`config.mk`:
```
export PLATFORM = sky130hd
export DESIGN_NAME = dram_cmd_classifier
export DESIGN_NICKNAME = d
export VERILOG_FILES = /design/src/rtl/dcc_pkg.sv /design/src/rtl/dcc_sync.sv /design/src/rtl/dcc_edge.sv /design/src/rtl/dcc_fsm.sv /design/src/rtl/dram_cmd_classifier.sv
export SDC_FILE = /design/constraint.sdc
export NUM_CORES = 1
export LEC_CHECK = 0
export ABC_AREA = 0
export BUFFER_PORTS_ARGS = -buffer_cell sky130_fd_sc_hd__clkbuf_2
export CAP_MARGIN = 10
export CORE_UTILIZATION = 50
export CTS_BUF_LIST = sky130_fd_sc_hd__clkbuf_16
export DETAILED_ROUTE_END_ITERATION = 8
export PLACE_DENSITY_LB_ADDON = 0.25
export SLEW_MARGIN = 25
export SYNTH_ARGS = -nofsm -noshare
export SYNTH_HDL_FRONTEND = slang
export SYNTH_SLANG_ARGS = --single-unit
```
`constraint.sdc`:
```
create_clock -name clk -period 2.8 [get_ports clk]
set_input_delay 0.84 -clock clk [delete_from_list [all_inputs] [get_ports clk]]
set_output_delay 0.84 -clock clk [all_outputs]
set_load 0.05 [all_outputs]
```
`src/rtl/dcc_pkg.sv`:
```
package dcc_pkg;
    localparam int OP_W    = 4;
    localparam int STROBES = 4;
    localparam int IX_RAS  = 0;
    localparam int IX_CAS  = 1;
    localparam int IX_WE   = 2;
    localparam int IX_OE   = 3;

    localparam logic [OP_W-1:0] OP_STANDBY = 4'd0;
    localparam logic [OP_W-1:0] OP_READ    = 4'd1;
    localparam logic [OP_W-1:0] OP_EWRITE  = 4'd2;
    localparam logic [OP_W-1:0] OP_DWRITE  = 4'd3;
    localparam logic [OP_W-1:0] OP_RMW     = 4'd4;
    localparam logic [OP_W-1:0] OP_PAGE    = 4'd5;
    localparam logic [OP_W-1:0] OP_ROWREF  = 4'd6;
    localparam logic [OP_W-1:0] OP_CBR     = 4'd7;
    localparam logic [OP_W-1:0] OP_HIDDEN  = 4'd8;
    localparam logic [OP_W-1:0] OP_TEST    = 4'd9;

    typedef enum logic [2:0] {
        ST_IDLE, ST_ROW, ST_ACC, ST_HIDE, ST_CBRP, ST_REFL, ST_REFH, ST_ERR
    } cls_state_e;
endpackage

```
`src/rtl/dcc_sync.sv`:
```
module dcc_sync #(
    parameter int W      = 4,
    parameter int STAGES = 2   // must be 2 or more
) (
    input  logic         clk,
    input  logic         rst_n,
    input  logic [W-1:0] async_i,
    output logic [W-1:0] sync_o
);
    for (genvar b = 0; b < W; b++) begin : g_bit
        logic [STAGES-1:0] chain;
        always_ff @(posedge clk or negedge rst_n) begin
            if (!rst_n) chain <= '1;
            else        chain <= {chain[STAGES-2:0], async_i[b]};
        end
        assign sync_o[b] = chain[STAGES-1];
    end
endmodule

```
`src/rtl/dcc_edge.sv`:
```
module dcc_edge #(
    parameter int W = 4
) (
    input  logic         clk,
    input  logic         rst_n,
    input  logic [W-1:0] lvl_i,
    output logic [W-1:0] fall_o,
    output logic [W-1:0] rise_o
);
    logic [W-1:0] prev_q;

    always_ff @(posedge clk or negedge rst_n) begin
        if (!rst_n) prev_q <= '1;
        else        prev_q <= lvl_i;
    end

    assign fall_o = prev_q & ~lvl_i;
    assign rise_o = ~prev_q & lvl_i;
endmodule

```
`src/rtl/dcc_fsm.sv`:
```
module dcc_fsm
    import dcc_pkg::*;
(
    input  logic                clk,
    input  logic                rst_n,
    input  logic [STROBES-1:0]  lvl_i,
    input  logic [STROBES-1:0]  fall_i,
    input  logic [STROBES-1:0]  rise_i,
    output logic                op_valid,
    output logic [OP_W-1:0]     op_code,
    output logic                op_err
);
    cls_state_e state_q, state_d;
    logic served_q, served_d;
    logic oe_low_q, oe_low_d;
    logic wr_done_q, wr_done_d;
    logic emit, err_d;
    logic [OP_W-1:0] code_d;
    logic valid_q, err_q;
    logic [OP_W-1:0] code_q;

    logic ras_l, cas_l, we_l, oe_l;
    logic ras_f, ras_r, cas_f, cas_r, we_f;
    logic unused_edges;

    assign ras_l = lvl_i[IX_RAS];
    assign cas_l = lvl_i[IX_CAS];
    assign we_l  = lvl_i[IX_WE];
    assign oe_l  = lvl_i[IX_OE];
    assign ras_f = fall_i[IX_RAS];
    assign ras_r = rise_i[IX_RAS];
    assign cas_f = fall_i[IX_CAS];
    assign cas_r = rise_i[IX_CAS];
    assign we_f  = fall_i[IX_WE];
    assign unused_edges = ^{fall_i[IX_OE], rise_i[IX_WE], rise_i[IX_OE]};

    // state and flag registers
    always_ff @(posedge clk or negedge rst_n) begin
        if (!rst_n) begin
            state_q   <= ST_IDLE;
            served_q  <= 1'b0;
            oe_low_q  <= 1'b0;
            wr_done_q <= 1'b0;
        end else begin
            state_q   <= state_d;
            served_q  <= served_d;
            oe_low_q  <= oe_low_d;
            wr_done_q <= wr_done_d;
        end
    end

    // next state and report decode
    always_comb begin
        state_d   = state_q;
        served_d  = served_q;
        oe_low_d  = oe_low_q | ((state_q == ST_ACC) & ~oe_l);
        wr_done_d = wr_done_q;
        emit      = 1'b0;
        err_d     = 1'b0;
        code_d    = OP_STANDBY;
        unique case (state_q)
            ST_IDLE: begin
                if (ras_f && cas_f) begin
                    err_d = 1'b1; state_d = ST_ERR;
                end else if (ras_f) begin
                    state_d = ST_ROW; served_d = 1'b0;
                end else if (cas_f) begin
                    state_d = ST_CBRP;
                end
            end
            ST_ROW: begin
                if (cas_f && ras_r) begin
                    err_d = 1'b1; state_d = ST_ERR;
                end else if (ras_r) begin
                    emit = 1'b1; state_d = ST_IDLE;
                    code_d = served_q ? OP_STANDBY : OP_ROWREF;
                end else if (cas_f) begin
                    emit = 1'b1; state_d = ST_ACC;
                    code_d = served_q ? OP_PAGE : (we_l ? OP_READ : OP_EWRITE);
                    served_d  = 1'b1;
                    oe_low_d  = ~oe_l;
                    wr_done_d = ~we_l;
                end
            end
            ST_ACC: begin
                if (ras_r && cas_r) begin
                    emit = 1'b1; state_d = ST_IDLE;
                end else if (ras_r) begin
                    state_d = ST_HIDE;
                end else if (cas_r) begin
                    state_d = ST_ROW;
                end else if (we_f && !wr_done_q) begin
                    wr_done_d = 1'b1;
                    if (!oe_l) begin
                        err_d = 1'b1; state_d = ST_ERR;
                    end else begin
                        emit = 1'b1;
                        code_d = oe_low_q ? OP_RMW : OP_DWRITE;
                    end
                end
            end
            ST_HIDE: begin
                if (ras_f && cas_r) begin
                    err_d = 1'b1; state_d = ST_ERR;
                end else if (ras_f) begin
                    emit = 1'b1; code_d = OP_HIDDEN; state_d = ST_REFL;
                end else if (cas_r) begin
                    emit = 1'b1; state_d = ST_IDLE;
                end
            end
            ST_CBRP: begin
                if (ras_f && cas_r) begin
                    err_d = 1'b1; state_d = ST_ERR;
                end else if (ras_f) begin
                    emit = 1'b1; state_d = ST_REFL;
                    code_d = we_l ? OP_CBR : OP_TEST;
                end else if (cas_r) begin
                    emit = 1'b1; state_d = ST_IDLE;
                end
            end
            ST_REFL: begin
                if (ras_r) begin
                    if (cas_l) begin
                        emit = 1'b1; state_d = ST_IDLE;
                    end else begin
                        state_d = ST_CBRP;
                    end
                end else if (cas_r) begin
                    state_d = ST_REFH;
                end
            end
            ST_REFH: begin
                if (cas_f) begin
                    err_d = 1'b1; state_d = ST_ERR;
                end else if (ras_r) begin
                    emit = 1'b1; state_d = ST_IDLE;
                end
            end
            ST_ERR: begin
                if (ras_l && cas_l) state_d = ST_IDLE;
            end
            default: state_d = ST_IDLE;
        endcase
    end

    // output registers
    always_ff @(posedge clk or negedge rst_n) begin
        if (!rst_n) begin
            valid_q <= 1'b0;
            err_q   <= 1'b0;
            code_q  <= OP_STANDBY;
        end else begin
            valid_q <= emit;
            err_q   <= err_d;
            if (emit) code_q <= code_d;
        end
    end

    assign op_valid = valid_q;
    assign op_code  = code_q;
    assign op_err   = err_q;

    assert_excl_R10: assert property (@(posedge clk) disable iff (!rst_n)
        !(op_valid && op_err));
    assert_access_we_R2: assert property (@(posedge clk) disable iff (!rst_n)
        (op_valid && (op_code == OP_EWRITE) && $past(state_q) == ST_ROW) |-> !$past(we_l));
    assert_rowref_cas_R6: assert property (@(posedge clk) disable iff (!rst_n)
        (op_valid && op_code == OP_ROWREF) |-> $past(cas_l));
    assert_cbr_we_R7: assert property (@(posedge clk) disable iff (!rst_n)
        (op_valid && op_code == OP_CBR) |-> $past(we_l));
    assert_test_we_R7: assert property (@(posedge clk) disable iff (!rst_n)
        (op_valid && op_code == OP_TEST) |-> !$past(we_l));
    assert_hidden_cas_R8: assert property (@(posedge clk) disable iff (!rst_n)
        (op_valid && op_code == OP_HIDDEN) |-> !$past(cas_l));
endmodule

```
`src/rtl/dram_cmd_classifier.sv`:
```
module dram_cmd_classifier
    import dcc_pkg::*;
#(
    parameter int SYNC_STAGES = 2
) (
    input  logic            clk,
    input  logic            rst_n,
    input  logic            strb_ras_n,
    input  logic            strb_cas_n,
    input  logic            strb_we_n,
    input  logic            strb_oe_n,
    output logic            op_valid,
    output logic [OP_W-1:0] op_code,
    output logic            op_err
);
    logic [STROBES-1:0] raw, lvl, fall, rise;

    assign raw[IX_RAS] = strb_ras_n;
    assign raw[IX_CAS] = strb_cas_n;
    assign raw[IX_WE]  = strb_we_n;
    assign raw[IX_OE]  = strb_oe_n;

    dcc_sync #(.W(STROBES), .STAGES(SYNC_STAGES)) u_sync (
        .clk(clk), .rst_n(rst_n), .async_i(raw), .sync_o(lvl)
    );

    dcc_edge #(.W(STROBES)) u_edge (
        .clk(clk), .rst_n(rst_n), .lvl_i(lvl), .fall_o(fall), .rise_o(rise)
    );

    dcc_fsm u_fsm (
        .clk(clk), .rst_n(rst_n), .lvl_i(lvl), .fall_i(fall), .rise_i(rise),
        .op_valid(op_valid), .op_code(op_code), .op_err(op_err)
    );
endmodule

```
Yosys cells after proc, flatten, opt, wreduce, memory -nomap -nowiden

Cells that the tools add are included.

Flip-flop bits (word level): 23
Output and inout port bits: 6
Logic and storage cells: 140

Multiplexer cells: 82
Bitwise logic cells: 8
Equal/unequal tests: 24
Reduce and logical (&&, ||, !) cells: 14

Operator list:

| cell                                                  | count |
|---|---|
| two-way mux 3 bit                                     | 23 |
| two-way mux 4 bit                                     | 13 |
| two-way mux 1 bit                                     | 39 |
| case mux 3 bit (7 select lines)                       | 1 |
| inequality test 2 bit, second input constant          | 9 |
| case mux 4 bit (4 select lines)                       | 1 |
| AND reduction 8 bit                                   | 2 |
| == test 3 bit, second input constant                  | 4 |
| inequality test 5 bit, second input constant          | 2 |
| case mux 1 bit (5 select lines)                       | 2 |
| inequality test 4 x 3 -> 1 bit, second input constant | 2 |
| == test 3 x 2 -> 1 bit, second input constant         | 2 |
| logical AND 1 bit                                     | 6 |
| inequality test 3 bit, second input constant          | 2 |
| AND reduction 6 bit                                   | 1 |
| inequality test 4 x 1 -> 1 bit, second input constant | 1 |
| case mux 1 bit (2 select lines)                       | 2 |
| nonzero test 2 bit                                    | 2 |
| AND 3 bit                                             | 1 |
| == test 3 x 1 -> 1 bit, second input constant         | 1 |
| logical NOT 3 bit                                     | 1 |
| NOT 3 bit                                             | 1 |
| AND 2 bit                                             | 1 |
| two-way mux 2 bit                                     | 1 |
| other kinds (7)                                       | 8 |

Depth between registers and ports, before layout

Word-level depth: 8
Mapped depth: 9
Mapped depth without buffers: 8

By module

A second synthesis with hierarchy kept.

Cell total of the unflattened synthesis: 149
Area total of the unflattened synthesis: 1,475.2 um^2

Modules (own cells, without submodules):

| module   | cells an instance | area an instance (um^2) | seq. area each (um^2) | times used |
|---|---|---|---|---|
| dcc_fsm  | 125               | 1,059.8                 | 300.3                 | 1 |
| dcc_sync | 12                | 240.2                   | 210.2                 | 1 |
| dcc_edge | 12                | 175.2                   | 105.1                 | 1 |

Least setup slack after synthesis

OpenSTA, ideal clock, no wires.

Path kind: register to register
Start point: register u_sync.g_bit[0].chain[1]
End point: register u_fsm.state_q[0]
Clock period less this slack: 2.225 ns
Library setup time: 0.128 ns
Setup slack: 0.575 ns
Data required time: 2.672 ns
Arrival: 2.098 ns
Stages on the path, launching flop included: 10
Buffers on the path: 1
Path through: dfstp_2 > nand2b_1 > buf_2 > inv_2 > ha_1 > nor4b_2 > a31o_1 > a22o_1 > a311oi_2 > mux2_1

Word-level cells in the longest chain between the ends: 5
Elaborated cells between the ends (all ways): 27

Ends and longest elaborated chain:

| what                                                                          | line           | RTL |
|---|---|---|
| start, declared                                                               | dcc_sync.sv:11 | `logic [STAGES-1:0] chain;` |
| start signal, assigned                                                        | dcc_sync.sv:14 | `else chain <= {chain[STAGES-2:0], async_i[b]};` |
| NOT 3 bit                                                                     | dcc_edge.sv:17 | `assign fall_o = prev_q & ~lvl_i;` |
| AND 3 bit                                                                     | dcc_edge.sv:17 |  |
| two-way mux 3 bit, or another cell as far along                               | dcc_fsm.sv:114 | `end else if (ras_f) begin` |
| two-way mux 3 bit, or another cell as far along                               | dcc_fsm.sv:103 | `if (ras_f && cas_r) begin` |
| case mux 3 bit (7 select lines) / AND reduction 8 bit (equally long branches) | -              |  |
| end signal, assigned                                                          | dcc_fsm.sv:45  | `state_q <= state_d;` |
| end, declared                                                                 | dcc_fsm.sv:13  | `cls_state_e state_q, state_d;` |

Parallel ways exist; a longest one is shown, timed or not.
A chain may end at the register's enable or synchronous reset.

Final worst setup path

Start point: register u_sync.g_bit[0].chain[1]
End point: register u_fsm.state_q[1]

Same word-level chain as after synthesis.

==> results_dict.tcl <==
set metrics [dict create \
    drc 0 \
    synth_seq_cells 23 \
    vdd_ir_drop_max_mv 0.735 \
    rsz0062_at_grt "no" \
    critPathKind "reg2reg" \
    relSlewSlack_pct 58.4 \
    row_count 18 \
    multiInputGateArea_um2 706 \
    hp-class "reg2reg" \
    vias 1107 \
    wire_per_inst_um 16.7 \
    place_congestion 0.976 \
    cts-htree-levels 1 \
    cts_buffers 3 \
    clockBufferDepth 2 \
    start_util_pct 54.3 \
    postPlaceCellArea_mm2 0.00143 \
    grt_max_degree 24 \
    core_mm2 0.00252 \
    postCtsHoldBufs 0 \
    period_share_pct 90.8 \
    dp_hpwl_um 1920 \
    wirelength_um 2900 \
    finalNetCount 157 \
    yosysSeqAreaShare_pct 43.1 \
    die_width_um 54.3 \
    slew_viol_final 0 \
    cp.required_ps 2940 \
    cp.arrival_ps 2680 \
    timing.rr.end "u_fsm.state_q[1]" \
    power.density_mw_per_mm2 961 \
    cts_tree "done" \
    worstHoldPathCells 0 \
    io_buffers 11 \
    endpoint_kind "flop" \
    cts.repair.resized 0 \
    pre_cts_ws_ps 312 \
    dp_cells 170 \
    synth_cell_types 45 \
    r2r_cells 8 \
    diodes 0 \
    dr.pass1.iters 4 \
    cts.sinks 23 \
    clkSlewWorstSetupHoldPaths_ps 60 \
    crit-reg2reg-launch "u_sync.g_bit[0].chain[1]" \
    netlist_instances 137 \
    dr.first_iter.drc_count 38 \
    io_pins 12 \
    skew_ps 3.13 \
    syn_nets 149 \
    layout_min_cycle_time_ps 2540 \
    fin_tns_setup_ps 0 \
    drive_above_1_share_pct 26.4 \
    design_area_mm2 0.00151 \
    syn-cell-area_mm2 0.00137 \
    clock_latency_ps 260 \
    start_kind "flop" \
    seq_area_um2 589 \
    synthArstFlopShare_pct 100 \
    setup_slack_ps 258 \
    antenna_found_initial 0 \
    hold_viol_final 0 \
    syn_to_final_growth_pct 10.2 \
    worstHoldEndpoint "u_sync.g_bit[2].chain[1]" \
    finalHoldWorstSlack_ps 355 \
    tightest_slew_ps 624 \
    fillers 226 \
    groute.usage.overall_pct 23.1 \
    dieHeight_um 54.3 \
    postCtsSetupRepairBufs 0 \
    grt_pass1_vias 1029 \
    synth_edf_count 0 \
    postRouteAntennaNets 0 \
    synth.avg_cell_area_um2 9.99 \
    cellLeakagePower_nw 0.655 \
    grt_pass1_wl_um 4750 \
    grt_overflow_total 0 \
    final_cells 174 \
    mostFrequentLayoutCell "dfrtp_1" \
    die_area_mm2 0.00295 \
    synth_flop_cell "dfrtp_1" \
    outcome "complete, no violations" \
    reg2reg_slack_ps 260 \
    viasPerCell 6.36 \
    ys_warn_count 0 \
    worstHoldStart "u_sync.g_bit[2].chain[0]" \
    setup_viol 0 \
    drv_cap 0 \
    crit_fanout 9 \
    cts-root-buf "clkbuf_16" \
    final_cell_mix "dfrtp_1, clkbuf_2, dfstp_2" \
    fmax_mhz 393 \
]
[final cells by class]
| cell class | instances | area share, % |
|---|---|---|
| multi-input cells | 97 | 46.8 |
| flip-flops and latches | 23 | 39.1 |
| clock buffers | 3 | 4.98 |
| repair buffers | 13 | 4.64 |
| well taps | 30 | 2.49 |
| inverters | 7 | 1.74 |
| clock inverters | 1 | 0.332 |
[synthesized netlist by cell type (3+ instances only)]
| cell type | number | area, um^2 |
|---|---|---|
| nor3_1 | 4 | 20.0 |
| nor2_1 | 8 | 30.0 |
| dfrtp_1 | 12 | 300 |
| buf_2 | 8 | 40.0 |
| inv_1 | 4 | 15.0 |
| o21ai_0 | 8 | 40.0 |
| o211ai_1 | 3 | 22.5 |
| nand2b_1 | 8 | 50.1 |
| mux2_1 | 7 | 78.8 |
| dfstp_2 | 11 | 289 |
| nand3_1 | 9 | 45.0 |
| nand2_1 | 4 | 15.0 |
| ha_1 | 6 | 75.1 |
| inv_2 | 3 | 11.3 |
| a21oi_1 | 6 | 30.0 |
[routing by layer]
layer | wire length (um) | global-route usage (%)
met5 | 0 | 0
met3 | 192 | 4.72
met1 | 1260 | 29.3
met4 | 65 | 11.5
met2 | 1380 | 37.0
[sequential cells by signal, indices dropped and copies added, names as in the netlist]
register            count
u_edge.prev_q           3
u_fsm.op_valid          1
u_fsm.oe_low_q          1
u_sync.g_bit.chain      8
u_fsm.served_q          1
u_fsm.op_err            1
u_fsm.wr_done_q         1
u_fsm.op_code           4
u_fsm.state_q           3
[worst max-delay path: stages, from the launching register on]
cell and delay, ps:
dfstp_2 550, nand2b_1 210, inv_2 230, ha_1 250, nor4b_2 90, a31o_1 220, a22o_1 180, a311oi_2 310
mux2_1 370
[where the power goes]
group	internal [mW]	total [mW]	switching (mW)	leakage (nW)
logic	0.238	0.589	0.350	0.344
clock network	0.192	0.313	0.121	0.0409
registers	0.416	0.548	0.132	0.270
[worst max path at each step]
stage                             start               end  cells after the start
3_3_place_gp   u_sync.g_bit[0].chain[1]  u_fsm.state_q[0]                      8
6_report       u_sync.g_bit[0].chain[1]  u_fsm.state_q[1]                      8
5_1_grt        u_sync.g_bit[0].chain[1]  u_fsm.state_q[1]                      8
2_1_floorplan  u_sync.g_bit[0].chain[1]  u_fsm.state_q[0]                      9
4_1_cts        u_sync.g_bit[0].chain[1]  u_fsm.state_q[1]                      8
3_5_place_dp   u_sync.g_bit[0].chain[1]  u_fsm.state_q[1]                      8
[kinds of logic (layout without fill, tap and decap cells)]
| group | after synthesis | count (layout) | share of synthesized area (%) |
|---|---|---|---|
| adders and majority gates | 6 | 6 | 5.48 |
| muxes | 9 | 9 | 7.22 |
| and+or+nand+nor | 46 | 46 | 20.6 |
| AOI/OAI and AO/OA | 36 | 36 | 18.3 |
| DFF | 23 | 23 | 43.1 |
| buffers and inverters | 17 | 24 | 5.39 |
[through the flow]
stage | total power [mW] | util (%)
detailed placement | 1.13 | 56.6
finish | 1.45 | 59.8
global placement | 1.11 | 56.6
CTS | 1.45 | 59.8
floorplan | 1.01 | -
global route | 1.53 | 59.8
No activity file was read; power rests on OpenSTA's default activity.
